## config.mk

```make
export PLATFORM = sky130hd
export DESIGN_NAME = irq_exc_unit
export DESIGN_NICKNAME = d
export VERILOG_FILES = /design/src/rtl/irq_exc_pkg.sv /design/src/rtl/prio_enc.sv /design/src/rtl/flag_stack.sv /design/src/rtl/evt_ctrl.sv /design/src/rtl/irq_exc_unit.sv
export SDC_FILE = /design/constraint.sdc
export NUM_CORES = 1
export LEC_CHECK = 0
export BUFFER_PORTS_ARGS = -buffer_cell sky130_fd_sc_hd__buf_4
export CAP_MARGIN = 10
export CORE_MARGIN = 1
export CORE_UTILIZATION = 45
export DETAILED_ROUTE_END_ITERATION = 7
export HOLD_SLACK_MARGIN = 0.08
export PLACE_DENSITY = 0.84
export SYNTH_ARGS = -nofsm -noshare
export SYNTH_HDL_FRONTEND = slang
export SYNTH_HIERARCHICAL = 1
export SYNTH_SLANG_ARGS = --single-unit
```

## constraint.sdc

```tcl
create_clock -name clk -period 2.15 [get_ports clk]
set_input_delay 0.3225 -clock clk [delete_from_list [all_inputs] [get_ports clk]]
set_output_delay 0.3225 -clock clk [all_outputs]
set_load 0.05 [all_outputs]
```

## src/rtl/irq_exc_pkg.sv

```systemverilog
// Shared constants and the command type for the interrupt/exception unit.
// Assumes 32-bit entry addresses.
package irq_exc_pkg;
    localparam logic [31:0] VBASE_LOW  = 32'hE000_0000;
    localparam logic [31:0] VBASE_HIGH = 32'hC000_0000;
    localparam logic [31:0] VOFS_GEN   = 32'd4;
    localparam logic [31:0] VOFS_UMISS = 32'd8;

    typedef enum logic [2:0] {
        CMD_IDLE,
        CMD_WRITE,
        CMD_RET,
        CMD_IRQ,
        CMD_EXC
    } cmd_e;
endpackage

```

## src/rtl/prio_enc.sv

```systemverilog
// Masked priority encoder: reports the highest-index request whose mask is open.
// Assumes N_REQ >= 2; output number is 0 when nothing is pending.
module prio_enc #(
    parameter int N_REQ = 16,
    localparam int NUM_W = $clog2(N_REQ)
) (
    input  logic [N_REQ-1:0] req_i,
    input  logic [N_REQ-1:0] mask_i,
    output logic             any_o,
    output logic [NUM_W-1:0] num_o
);
    logic [N_REQ-1:0] open_req;

    // Scan upward so the highest open request is the last one kept.
    always_comb begin
        open_req = req_i & mask_i;
        any_o    = |open_req;
        num_o    = '0;
        for (int i = 0; i < N_REQ; i++) begin
            if (open_req[i]) num_o = NUM_W'(i);
        end
    end

    // reported line is open and nothing above it is.
    always_comb begin
        if (any_o) begin
            a_r3_highest_open: assert ((open_req >> num_o) == N_REQ'(1));
        end
    end
endmodule

```

## src/rtl/flag_stack.sv

```systemverilog
// Shift stack of single-bit flags; bit 0 is the current flag.
// Push puts 0 on top, pop returns toward the top and keeps the oldest slot.
// Assumes push, pop and load are already mutually exclusive.
module flag_stack #(
    parameter int DEPTH = 3
) (
    input  logic             clk,
    input  logic             rst_n,
    input  logic             push,
    input  logic             pop,
    input  logic             load,
    input  logic [DEPTH-1:0] load_val,
    output logic [DEPTH-1:0] q
);
    // Update the stack on push, pop or direct load.
    always_ff @(posedge clk) begin
        if (!rst_n)    q <= '0;
        else if (push) q <= {q[DEPTH-2:0], 1'b0};
        else if (pop)  q <= {q[DEPTH-1], q[DEPTH-1:1]};
        else if (load) q <= load_val;
    end

    a_r7_push_shift: assert property (@(posedge clk) disable iff (!rst_n)
        push |=> (q[0] == 1'b0) && (q[DEPTH-1:1] == $past(q[DEPTH-2:0])));

    a_r8_pop_restore: assert property (@(posedge clk) disable iff (!rst_n)
        (pop && !push) |=> (q[DEPTH-2:0] == $past(q[DEPTH-1:1])) && (q[DEPTH-1] == $past(q[DEPTH-1])));
endmodule

```

## src/rtl/evt_ctrl.sv

```systemverilog
// Command arbitration, priority code and vector formation for one cycle.
// Purely combinational; assumes irq_num is from the same cycle's encoder.
module evt_ctrl
    import irq_exc_pkg::*;
#(
    parameter int NUM_W = 4
) (
    input  logic             take_exc,
    input  logic             take_irq,
    input  logic             ret,
    input  logic             wr,
    input  logic [NUM_W-1:0] exc_code,
    input  logic [NUM_W-1:0] irq_num,
    input  logic             umiss,
    input  logic             vbase_sel,
    output cmd_e             cmd,
    output logic [NUM_W:0]   prio_code,
    output logic [31:0]      vec_new
);
    logic [31:0] base;

    // Pick the winning command by fixed precedence.
    always_comb begin
        if (take_exc)      cmd = CMD_EXC;
        else if (take_irq) cmd = CMD_IRQ;
        else if (ret)      cmd = CMD_RET;
        else if (wr)       cmd = CMD_WRITE;
        else               cmd = CMD_IDLE;
    end

    // Form the priority code and the entry address for a taken event.
    always_comb begin
        base = vbase_sel ? VBASE_HIGH : VBASE_LOW;
        if (cmd == CMD_EXC) begin
            prio_code = {1'b1, exc_code};
            vec_new   = base + (umiss ? VOFS_UMISS : VOFS_GEN);
        end else begin
            prio_code = {1'b0, irq_num};
            vec_new   = base + VOFS_GEN;
        end
    end
endmodule

```

## src/rtl/irq_exc_unit.sv

```systemverilog
// Interrupt and exception entry unit: owns the status word (mask, priority,
// enable/user stacks, vector base), computes trigger and pending number,
// and registers the entry vector. Assumes the sequencer asserts take_irq
// only while it intends to enter the handler.
module irq_exc_unit
    import irq_exc_pkg::*;
#(
    parameter int  N_IRQ = 16,
    parameter int  STK_D = 3,
    localparam int NUM_W = $clog2(N_IRQ),
    localparam int P_LO  = N_IRQ,
    localparam int IE_LO = P_LO + NUM_W + 1,
    localparam int UM_LO = IE_LO + STK_D,
    localparam int VB_B  = UM_LO + STK_D,
    localparam int SW_W  = VB_B + 1
) (
    input  logic             clk,
    input  logic             rst_n,
    input  logic [N_IRQ-1:0] irq_req,
    input  logic             sw_wr,
    input  logic [SW_W-1:0]  sw_wdata,
    input  logic             take_irq,
    input  logic             take_exc,
    input  logic [NUM_W-1:0] exc_code,
    input  logic             exc_umiss,
    input  logic             ret_exc,
    output logic             trigger,
    output logic [NUM_W-1:0] irq_num,
    output logic [SW_W-1:0]  status,
    output logic [31:0]      vector
);
    logic [N_IRQ-1:0] mask_q;
    logic [NUM_W:0]   prio_q;
    logic             vb_q;
    logic [31:0]      vec_q;
    logic             any_req;
    cmd_e             cmd;
    logic [NUM_W:0]   prio_code;
    logic [31:0]      vec_new;
    logic             do_take;
    logic [STK_D-1:0] stk_q [2];

    prio_enc #(.N_REQ(N_IRQ)) u_enc (
        .req_i (irq_req),
        .mask_i(mask_q),
        .any_o (any_req),
        .num_o (irq_num)
    );

    evt_ctrl #(.NUM_W(NUM_W)) u_ctrl (
        .take_exc (take_exc),
        .take_irq (take_irq),
        .ret      (ret_exc),
        .wr       (sw_wr),
        .exc_code (exc_code),
        .irq_num  (irq_num),
        .umiss    (exc_umiss),
        .vbase_sel(vb_q),
        .cmd      (cmd),
        .prio_code(prio_code),
        .vec_new  (vec_new)
    );

    assign do_take = (cmd == CMD_EXC) || (cmd == CMD_IRQ);

    // Stack 0 holds interrupt enable, stack 1 holds user mode.
    for (genvar g = 0; g < 2; g++) begin : g_stk
        flag_stack #(.DEPTH(STK_D)) u_stk (
            .clk     (clk),
            .rst_n   (rst_n),
            .push    (do_take),
            .pop     (cmd == CMD_RET),
            .load    (cmd == CMD_WRITE),
            .load_val(sw_wdata[IE_LO + g*STK_D +: STK_D]),
            .q       (stk_q[g])
        );
    end

    // Mask, priority code and vector-base registers.
    always_ff @(posedge clk) begin
        if (!rst_n) begin
            mask_q <= '0;
            prio_q <= '0;
            vb_q   <= 1'b0;
        end else if (cmd == CMD_WRITE) begin
            mask_q <= sw_wdata[N_IRQ-1:0];
            prio_q <= sw_wdata[P_LO +: NUM_W+1];
            vb_q   <= sw_wdata[VB_B];
        end else if (do_take) begin
            prio_q <= prio_code;
        end
    end

    // Entry vector register, updated only when an event is taken.
    always_ff @(posedge clk) begin
        if (!rst_n)       vec_q <= '0;
        else if (do_take) vec_q <= vec_new;
    end

    // Trigger follows the registered enable flag and open requests.
    always_comb begin
        trigger = any_req & stk_q[0][0];
        status  = {vb_q, stk_q[1], stk_q[0], prio_q, mask_q};
        vector  = vec_q;
    end

    a_r5_exc_lead_one: assert property (@(posedge clk) disable iff (!rst_n)
        take_exc |=> (status[P_LO+NUM_W] == 1'b1) && (status[P_LO +: NUM_W] == $past(exc_code)));

    a_r4_irq_lead_zero: assert property (@(posedge clk) disable iff (!rst_n)
        (take_irq && !take_exc) |=> (status[P_LO +: NUM_W+1] == {1'b0, $past(irq_num)}));

    a_r5_umiss_offset: assert property (@(posedge clk) disable iff (!rst_n)
        (take_exc && exc_umiss) |=> (vector[3:0] == 4'd8));

    a_r11_vector_hold: assert property (@(posedge clk) disable iff (!rst_n)
        (!take_exc && !take_irq) |=> $stable(vector));

    a_r9_write_loads: assert property (@(posedge clk) disable iff (!rst_n)
        (sw_wr && !take_exc && !take_irq && !ret_exc) |=> (status == $past(sw_wdata)));

    a_r2_trigger_enabled: assert property (@(posedge clk) disable iff (!rst_n)
        trigger |-> (status[IE_LO] && ((irq_req & status[N_IRQ-1:0]) != '0)));
endmodule

```

==> impl_metrics.csv, run 1 <==
group,metric,value,unit
die,die_area,0.00730,mm²
setup_path,worstPathArrival,1760,ps
die,core-area,0.00676,mm²
sta,min_period,2080,ps
synth,yosys.area_share.simple,20.4,%
clocking,cts_made_buffers,9,
placed_design,portBuffers,119,
setup_path,cp-start-kind,"flip-flop",
grt,antenna_found_initial,0,
die,die_y,85.4,µm
sta,skew,7.63,ps
cells_and_area,instances_no_fill,574,
worst_hold_path,min_path_cells,3,
route,vias_per_cell,5.03,
setup_path,crit_chain,"a22o_1 > and3b_1 > and4_1 > nand3_2 > and2_4 > buf_6",
synth,synthDistinctLibCells,39,
synth,ys_seq_area_share,38.3,%
synth,syn_area_per_cell,8.42,µm²
pwr,power_leakage,2.06,nW
clocking,cts_num_sinks,60,
synth,synth_top_family_by_area,"simple AND/OR/NAND/NOR gates",
setup_path,crit_type,"flip-flop to output port",
clocking,insertion_delay,320,ps
route,wirelength,7.69,mm
clocking,cts_tree,"yes",
cells_and_area,final_cell_mix,"130 x buf_4, 117 x nand2_1, 51 x dfxtp_1, 36 x mux2i_1, 29 x conb_1",
synth,yosysTopAreaCellShare,38.3,%
die,io-pin-count,120,
synth,synth_compound_area_share,13.7,%
setup_path,max_stage_delay,360,ps
grt,grt_max_degree,52,
clocking,path_clk_slew,70,ps
pwr,powerDensity,712,mW/mm²
setup_path,crit_fanout,4,
sta,max_freq,481,MHz
placed_design,dp_cells,557,
sta,layout_setup_ws,71.9,ps
pwr,power,2.98,mW
pwr,p_comb_share,25.9,%
run,maxCapViolCount,0,
clocking,htreeDepth,3,
setup_path,worst_path_max_delay_cell,"dfxtp_4",
cells_and_area,utilization,61.9,%
grt,gr-total-overflow,0,
sta,maxSlewViolCount,0,
outcome,status,"complete, no violations",
pwr,ir_worst_vdd,0.000498,V
route,drtIter0Drc,95,
grt,grt_usage,21.2,%
sta,final.period_utilization,96.7,%
die,die_w,85.4,µm
pwr,pwr-share-seq,41.0,%
setup_path,worstRegToRegCells,7,
synth,synth_xor_area_share,0.280,%
synth,synthAdderAreaFrac,0,%
clocking,root_buffer,"clkbuf_8",
grt,grt_pass1_vias,2789,
cells_and_area,area_growth,33.6,%
route,num_vias,2889,
route,drc_errors,0,
synth,syn_inst,372,
sta,fin_tns_setup,0,ps
route,dr.pass1.iters,6,
cells_and_area,layout_commonest_cell,"buf_4",
cells_and_area,insertedDiodeCount,0,
sta,hold_viol,0,
pwr,intPower,2.02,mW
pwr,power.switching,0.958,mW
grt,grt_pass1_wl,12.4,mm
placed_design,pre_cts_ws,126,ps
placed_design,dpl.hpwl,5.73,mm
synth,ys_ff_latch,60,
die,initial_core_util,46.4,%
pwr,pwr-share-clk,33.2,%
setup_path,required,1830,ps
pwr,swShare,32.1,%
synth,synth_top_area_cell,"dfxtp_1",
route,ant_nets,0,
placed_design,gp_congestion,0.833,
synth,syn-cell-area,0.00313,mm²
die,core.rowCount,30,
worst_hold_path,hold_path.class,"primary input to flip-flop",
cells_and_area,nets,544,
route,wire_per_inst,13.4,µm
sta,setup_violations,0,
synth,synth_warnings,6,
synth,muxShareOfSynthArea,13.9,%
synth,yosys-top-cells-area,"dfxtp_1 38%, nand2_1 14%, mux2i_1 12%",
clocking,clock_path_buffers,2,
cells_and_area,drive_above_1_share,34.6,%
setup_path,endpoint_kind,"output port",
## Yosys cell counts (all sizes together)
library cell and number:
buf 41, nand3 8, nor2b 2, mux2i 36, and4 1, a21boi 18, dfxtp 60, o211a 1
nor3 1, o31a 1, a22o 1, nand4b 2, clkinv 1, o21ai 10, a32o 1, xor2 1
o2111ai 2, nand2 117, clkbuf 11, nor2 5, mux2 5, and3b 1, and2 2, and3 2
a21oi 9, a22oi 4, inv 8, or3b 1, o221ai 10, nand2b 5, a41o 1, conb 2
o211ai 2
## worst max-delay path: cells and delay by family, from the launching register on
kind            cells  cell delay [ps]
flops               1              360
compound gates      1              220
buf+inv             1              140
simple gates        4              720
## routing by layer
metal	wire length [µm]	vias to the layer above	global-route usage [%]	part of all wire, %
li1	-	1431	-	-
met1	3170	1353	24.3	41
met2	3810	94	36.8	50
met3	576	11	6.61	7.5
met4	127	0	8.48	1.7
met5	0	-	0	0
## repair_timing
action / CTS / global route
buffers inserted: 0 / 1
setup endpoints to repair: 0 / 1
hold buffers: 0 / 0
endpoints found under the hold margin: 0 / 0
resized for setup: 0 / 3
## logic make-up (layout without fill, tap and decap cells)
kind of cell,count (synthesis),count (layout)
buffers and inverters,61,156
other,2,29
and+or+nand+nor,147,147
muxes,41,41
DFF,60,60
xor gates and xnor gates,1,1
AOI/OAI and AO/OA,60,60
## final timing paths
check,from,to,slack [ps]
worst max register to register,mask_q[14],prio_q[0],380
worst min register to register,vector[12],vector[12],460
worst min-delay path,sw_wdata[5],mask_q[5],240
worst max-delay path,mask_q[5],trigger,70
## flip-flops by register name, indices dropped and copies added (netlist names)
register and cells:
vb_q 1, prio_q 5, vector 32, mask_q 16, g_stk.u_stk/q 6
## area by class of cell
| class | count | area (µm²) |
|---|---|---|
| timing repair buffer | 131 | 987 |
| clock inverter | 5 | 52.6 |
| inverter | 9 | 38.8 |
| sequential | 60 | 1220 |
| multi-input combinational | 278 | 1650 |
| clock buffer | 11 | 141 |
| tap | 80 | 100 |
| fill | 610 | 2570 |
## power by group through the flow
stage / Sequential (mW) / Combinational, mW / Clock (mW)
after global routing: 1.23 / 0.817 / 1.06
after global placement: 1.24 / 0.751 / 0
after CTS: 1.22 / 0.767 / 1.01
after floorplan: 1.47 / 0.335 / 0
after detailed placement: 1.25 / 0.765 / 0
final: 1.22 / 0.772 / 0.988
## through the flow
step / area [µm²] / hold slack [ps]
2_1_floorplan: 3270 / 447
3_3_place_gp: 3970 / 445
3_5_place_dp: 3970 / 455
4_1_cts: 4170 / 226
5_1_grt: 4190 / 226
6_report: 4190 / 238
Power figures use the tool's default switching activity.
==> run 2, diff against run 1 <==
--- a/config.mk
+++ b/config.mk
@@ -8,11 +8,10 @@
 export BUFFER_PORTS_ARGS = -buffer_cell sky130_fd_sc_hd__buf_4
 export CAP_MARGIN = 10
 export CORE_MARGIN = 1
-export CORE_UTILIZATION = 45
+export CORE_UTILIZATION = 38
 export DETAILED_ROUTE_END_ITERATION = 7
 export HOLD_SLACK_MARGIN = 0.08
-export PLACE_DENSITY = 0.84
+export PLACE_DENSITY = 0.83
 export SYNTH_ARGS = -nofsm -noshare
 export SYNTH_HDL_FRONTEND = slang
-export SYNTH_HIERARCHICAL = 1
 export SYNTH_SLANG_ARGS = --single-unit
==> impl_metrics.csv, run 2 <==
group,metric,value,unit
run,maxCapViolCount,0,
sta,min_period,1990,ps
synth,async_reset_ff_share,0,%
outcome,status,"complete, but fails checks",
grt,antenna_found_initial,0,
die,die_area,0.00510,mm²
placed_design,dpl.hpwl,3.68,mm
route,ant_nets,0,
cells_and_area,stdcell_area,0.00258,mm²
synth,synth_top_area_cell,"dfxtp_1",
sta,fin_tns_setup,0,ps
synth,syn_area_per_cell,8.06,µm²
placed_design,place_area,0.00245,mm²
synth,netlist_top_cells_count,"65 x nand2_1, 32 x dfxtp_1, 30 x buf_4",
sta,layout_setup_ws,156,ps
route,dr.pass1.iters,6,
pwr,intPower,1.17,mW
die,core.rowCount,24,
cells_and_area,drive_above_1_share,35.6,%
cells_and_area,largest_reg_flops,16,
synth,yosysMostFrequentCell,"nand2_1",
clocking,cts_made_buffers,5,
placed_design,gp_congestion,0.775,
setup_path,r2r_slack,810,ps
synth,yosys-top-cells-area,"dfxtp_1 35%, nand2_1 13%, buf_4 12%",
clocking,cts_tree,"yes",
grt,gr-total-overflow,0,
synth,ys.flop_type,"dfxtp_1",
grt,grt_usage,19.1,%
sta,rsz0062_at_grt,"false",
clocking,cts_setup_buffers,0,
worst_hold_path,hold_path.class,"primary input to flip-flop",
cells_and_area,top_regs,"mask_q (16), g_stk.u_stk.q (6), prio_q (5)",
synth,synth_warnings,0,
synth,ys_seq_area_share,35.0,%
setup_path,worstRegToRegCells,4,
route,wirelength,4.84,mm
cells_and_area,area_growth,40.8,%
die,initial_core_util,40.6,%
pwr,power_leakage,1.22,nW
setup_path,r2r_start,"mask_q[6]",
grt,grt_pass1_wl,7.52,mm
sta,hold_viol,0,
outcome,failed_checks,"design-rule violations",
setup_path,worstPathArrival,1670,ps
setup_path,endpoint_kind,"output port",
clocking,root_buffer,"clkbuf_8",
route,wire_per_inst,13.1,µm
cells_and_area,final_cell_mix,"95 x buf_4, 65 x nand2_1, 28 x dfxtp_1, 27 x conb_1, 20 x a21boi_0",
synth,syn-cell-area,0.00183,mm²
pwr,powerDensity,667,mW/mm²
setup_path,cp-start-kind,"flip-flop",
route,drc_errors,10,
sta,skew,6.18,ps
setup_path,rr_endpoint,"prio_q[2]",
synth,synthDistinctLibCells,40,
cells_and_area,layout_commonest_cell,"buf_4",
placed_design,pre_cts_ws,333,ps
pwr,p_comb_share,26.0,%
clocking,cts_resized,0,
die,io-pin-count,120,
clocking,holdBufCountCts,0,
die,die_y,71.4,µm
setup_path,required,1830,ps
cells_and_area,nets,371,
worst_hold_path,min_path_cells,3,
clocking,insertion_delay,280,ps
placed_design,portBuffers,92,
synth,synth_edf_count,0,
synth,syn_inst,227,
synth,ys_ff_latch,32,
route,drtIter0Drc,83,
route,vias_per_cell,4.95,
sta,final.period_utilization,92.7,%
clocking,htreeDepth,2,
clocking,clock_path_buffers,2,
cells_and_area,insertedDiodeCount,0,
cells_and_area,largest-register,"mask_q",
clocking,path_clk_slew,70,ps
grt,grt_max_degree,34,
sta,setup_violations,0,
setup_path,crit_type,"flip-flop to output port",
pwr,power.switching,0.549,mW
pwr,pwr-share-seq,36.7,%
die,die_w,71.4,µm
sta,max_freq,501,MHz
worst_hold_path,hp-start,"sw_wdata[15]",
setup_path,crit_fanout,4,
pwr,ir_worst_vdd,0.000373,V
route,num_vias,1826,
worst_hold_path,whs_endpoint,"mask_q[15]",
sta,maxSlewViolCount,0,
clocking,cts_num_sinks,32,
pwr,pwr-share-clk,37.2,%
die,core-area,0.00450,mm²
synth,yosysTopAreaCellShare,35.0,%
pwr,swShare,31.9,%
grt,grt_pass1_vias,1653,
[run 2: worst max-delay path by stage]
stage / from / to / slack (ps)
final: mask_q[3] / irq_num[1] / 160
after detailed placement: irq_req[3] / irq_num[1] / 330
after CTS: mask_q[3] / irq_num[1] / 150
after global routing: mask_q[12] / trigger / 0.1
after floorplan: mask_q[12] / trigger / 3
after global placement: irq_req[3] / irq_num[1] / 360
[run 2: logic make-up after synthesis]
kind of cell / share of synthesized area (%)
buffers and inverters: 15.3
other: 0.205
muxes: 4.99
DFF: 35.0
AOI/OAI and AO/OA: 25.0
and+or+nand+nor: 19.4
[run 2: per-stage QoR]
| stage | hold slack, ps | cells | power (mW) | util [%] |
|---|---|---|---|---|
| finish | 282 | 369 | 1.72 | 57.2 |
| global route | 273 | 369 | 1.79 | 57.2 |
| CTS | 278 | 369 | 1.73 | 57.2 |
| detailed placement | 462 | 361 | 1.09 | 54.4 |
| global placement | 456 | 361 | 1.09 | 54.4 |
| floorplan | 450 | 253 | 0.982 | - |
[run 2: per-layer routing]
layer  wire (µm)  global-route usage (%)  part of all wire, %
met1        2070                    24.1                   43
met2        2340                    30.6                   48
met3         356                    6.75                  7.4
met4          74                    6.44                  1.5
met5           0                       0                    0
[run 2: cell type report]
class | count | area (µm²)
multi-input cells | 180 | 1020
clock inverters | 1 | 30.0
clock buffers | 7 | 96.3
fillers | 436 | 1930
flip-flops and latches | 32 | 646
inverters | 2 | 7.51
well taps | 52 | 65.1
repair buffers | 95 | 713
[run 2: power groups by stage]
stage,Sequential (mW),Combinational [mW],Clock (mW)
detailed placement,0.645,0.448,0
global route,0.634,0.472,0.684
global placement,0.644,0.444,0
floorplan,0.718,0.264,0
CTS,0.631,0.449,0.650
finish,0.631,0.448,0.640
[run 2: critical path, stage by stage, from the launching register on]
cell and delay, ps:
dfxtp_1 340, a22o_1 230, a31oi_1 230, a221oi_1 80
o21ai_0 210, nand3_1 110, buf_4 200
==> run 3, diff against run 2 <==
--- a/config.mk
+++ b/config.mk
@@ -11,6 +11,7 @@
 export CORE_UTILIZATION = 38
 export DETAILED_ROUTE_END_ITERATION = 7
 export HOLD_SLACK_MARGIN = 0.08
+export MAX_ROUTING_LAYER = met4
 export PLACE_DENSITY = 0.83
 export SYNTH_ARGS = -nofsm -noshare
 export SYNTH_HDL_FRONTEND = slang
==> impl_metrics.csv, run 3 (synthesis gave the netlist of run 2 again) <==
group,metric,value,unit
cells_and_area,drive_above_1_share,35.6,%
grt,grt_pass1_wl,7.51,mm
clocking,insertion_delay,290,ps
setup_path,cp_num_cells,6,
outcome,status,"complete, but fails checks",
pwr,p_comb_share,26.1,%
run,maxCapViolCount,0,
placed_design,gp_congestion,0.786,
cells_and_area,largest-register,"mask_q",
worst_hold_path,hold_path.class,"primary input to flip-flop",
sta,rsz0062_at_grt,"false",
die,core.rowCount,24,
sta,hold_viol,0,
clocking,cts_setup_buffers,0,
grt,gr-total-overflow,0,
clocking,cts_resized,0,
cells_and_area,insertedDiodeCount,0,
pwr,intPower,1.17,mW
sta,fin_tns_setup,0,ps
setup_path,worstPathArrival,1670,ps
sta,maxSlewViolCount,0,
pwr,swShare,31.9,%
setup_path,crit_start,"mask_q[3]",
die,die_w,71.4,µm
setup_path,worstRegToRegCells,5,
clocking,htreeDepth,2,
cells_and_area,final_cell_mix,"95 x buf_4, 65 x nand2_1, 28 x dfxtp_1, 27 x conb_1, 20 x a21boi_0",
grt,antenna_found_initial,0,
sta,min_period,2000,ps
route,vias_per_cell,4.99,
setup_path,cp-start-kind,"flip-flop",
sta,skew,5.25,ps
setup_path,r2r_slack,810,ps
cells_and_area,nets,371,
clocking,cts_tree,"yes",
route,wirelength,4.84,mm
placed_design,dpl.hpwl,3.68,mm
route,drtIter0Drc,92,
die,initial_core_util,40.6,%
clocking,cts_made_buffers,5,
setup_path,crit_fanout,4,
route,num_vias,1843,
grt,grt_max_degree,34,
route,ant_nets,0,
pwr,pwr-share-clk,37.2,%
route,dr.pass1.iters,8,
pwr,power.switching,0.549,mW
pwr,ir_worst_vdd,0.000371,V
die,die_area,0.00510,mm²
sta,whs,281,ps
cells_and_area,layout_commonest_cell,"buf_4",
clocking,root_buffer,"clkbuf_8",
cells_and_area,largest_reg_flops,16,
cells_and_area,fillerInstances,436,
cells_and_area,stdcell_area,0.00258,mm²
setup_path,cp_top_family,"compound AO/OA/AOI/OAI gates",
setup_path,worst_path_max_delay_cell,"dfxtp_1",
setup_path,crit_end,"irq_num[1]",
cells_and_area,top_regs,"mask_q (16), g_stk.u_stk.q (6), prio_q (5)",
placed_design,place_area,0.00245,mm²
die,io-pin-count,120,
cells_and_area,area_growth,40.8,%
cells_and_area,multi_input_area,0.00102,mm²
setup_path,r2r_start,"mask_q[12]",
pwr,powerDensity,667,mW/mm²
sta,max_freq,501,MHz
route,drc_errors,10,
die,core-area,0.00450,mm²
sta,final.period_utilization,92.9,%
clocking,holdBufCountCts,0,
route,wire_per_inst,13.1,µm
setup_path,required,1830,ps
setup_path,crit_chain,"a22o_1 > a31oi_1 > a221oi_1 > o21ai_0 > nand3_1 > buf_4",
pwr,pwr-share-seq,36.7,%
setup_path,crit_buf_inv,1,
setup_path,rr_endpoint,"prio_q[3]",
setup_path,endpoint_kind,"output port",
pwr,power_leakage,1.22,nW
setup_path,max_stage_delay,340,ps
sta,setup_violations,0,
cells_and_area,seq_area,646,µm²
outcome,failed_checks,"design-rule violations",
setup_path,crit_type,"flip-flop to output port",
grt,grt_pass1_vias,1651,
die,die_y,71.4,µm
clocking,cts_num_sinks,32,
clocking,path_clk_slew,70,ps
clocking,clock_path_buffers,2,
placed_design,portBuffers,92,
grt,grt_usage,19.6,%
## run 3: cell counts in the layout (fill, tap and decap cells not counted)
Identical to the previous run, type by type.
## run 3: final cells by class
type | count | share of cell area (%)
clock buffers | 7 | 3.74
flip-flops and latches | 32 | 25.1
well taps | 52 | 2.53
repair buffers | 95 | 27.7
inverters | 2 | 0.291
clock inverters | 1 | 1.17
multi-input cells | 180 | 39.5
## run 3: how the worst min path moves through the flow
stage,startpoint,end,slack [ps],cells past startpoint
global route,sw_wdata[13],mask_q[13],280,3
floorplan,sw_wdata[12],mask_q[12],450,2
global placement,vector[3],vector[3],460,2
detailed placement,vector[3],vector[3],460,2
finish,sw_wdata[15],mask_q[15],280,3
CTS,sw_wdata[15],mask_q[15],280,3
## run 3: tightest hold or removal path: cells and delay by family
kind / cells / cell delay (ps)
buffers and inverters: 1 / 110
AO/OA/AOI/OAI: 1 / 60
AND/OR/NAND/NOR: 1 / 40
## run 3: per-layer routing
| metal | vias up | track usage, % | wire (µm) |
|---|---|---|---|
| li1 | 913 | - | - |
| met1 | 836 | 24.3 | 2090 |
| met2 | 83 | 30.7 | 2320 |
| met3 | 11 | 4.78 | 340 |
| met4 | 0 | 7.78 | 93 |
| met5 | - | - | 0 |
## run 3: through the flow
stage | utilization, % | instances | setup slack, ps | power [mW]
2_1_floorplan | - | 253 | 3.07 | 0.982
3_3_place_gp | 54.4 | 361 | 360 | 1.09
3_5_place_dp | 54.4 | 361 | 333 | 1.09
4_1_cts | 57.2 | 369 | 151 | 1.73
5_1_grt | 57.2 | 369 | 4.45 | 1.79
6_report | 57.2 | 369 | 153 | 1.72
## run 3: power by group through the flow
stage                     combinational [mW]  clock [mW]  sequential (mW)
final                                  0.448       0.640            0.631
after global routing                   0.472       0.681            0.634
after CTS                              0.449       0.650            0.631
after detailed placement               0.448           0            0.645
after global placement                 0.444           0            0.644
after floorplan                        0.264           0            0.718
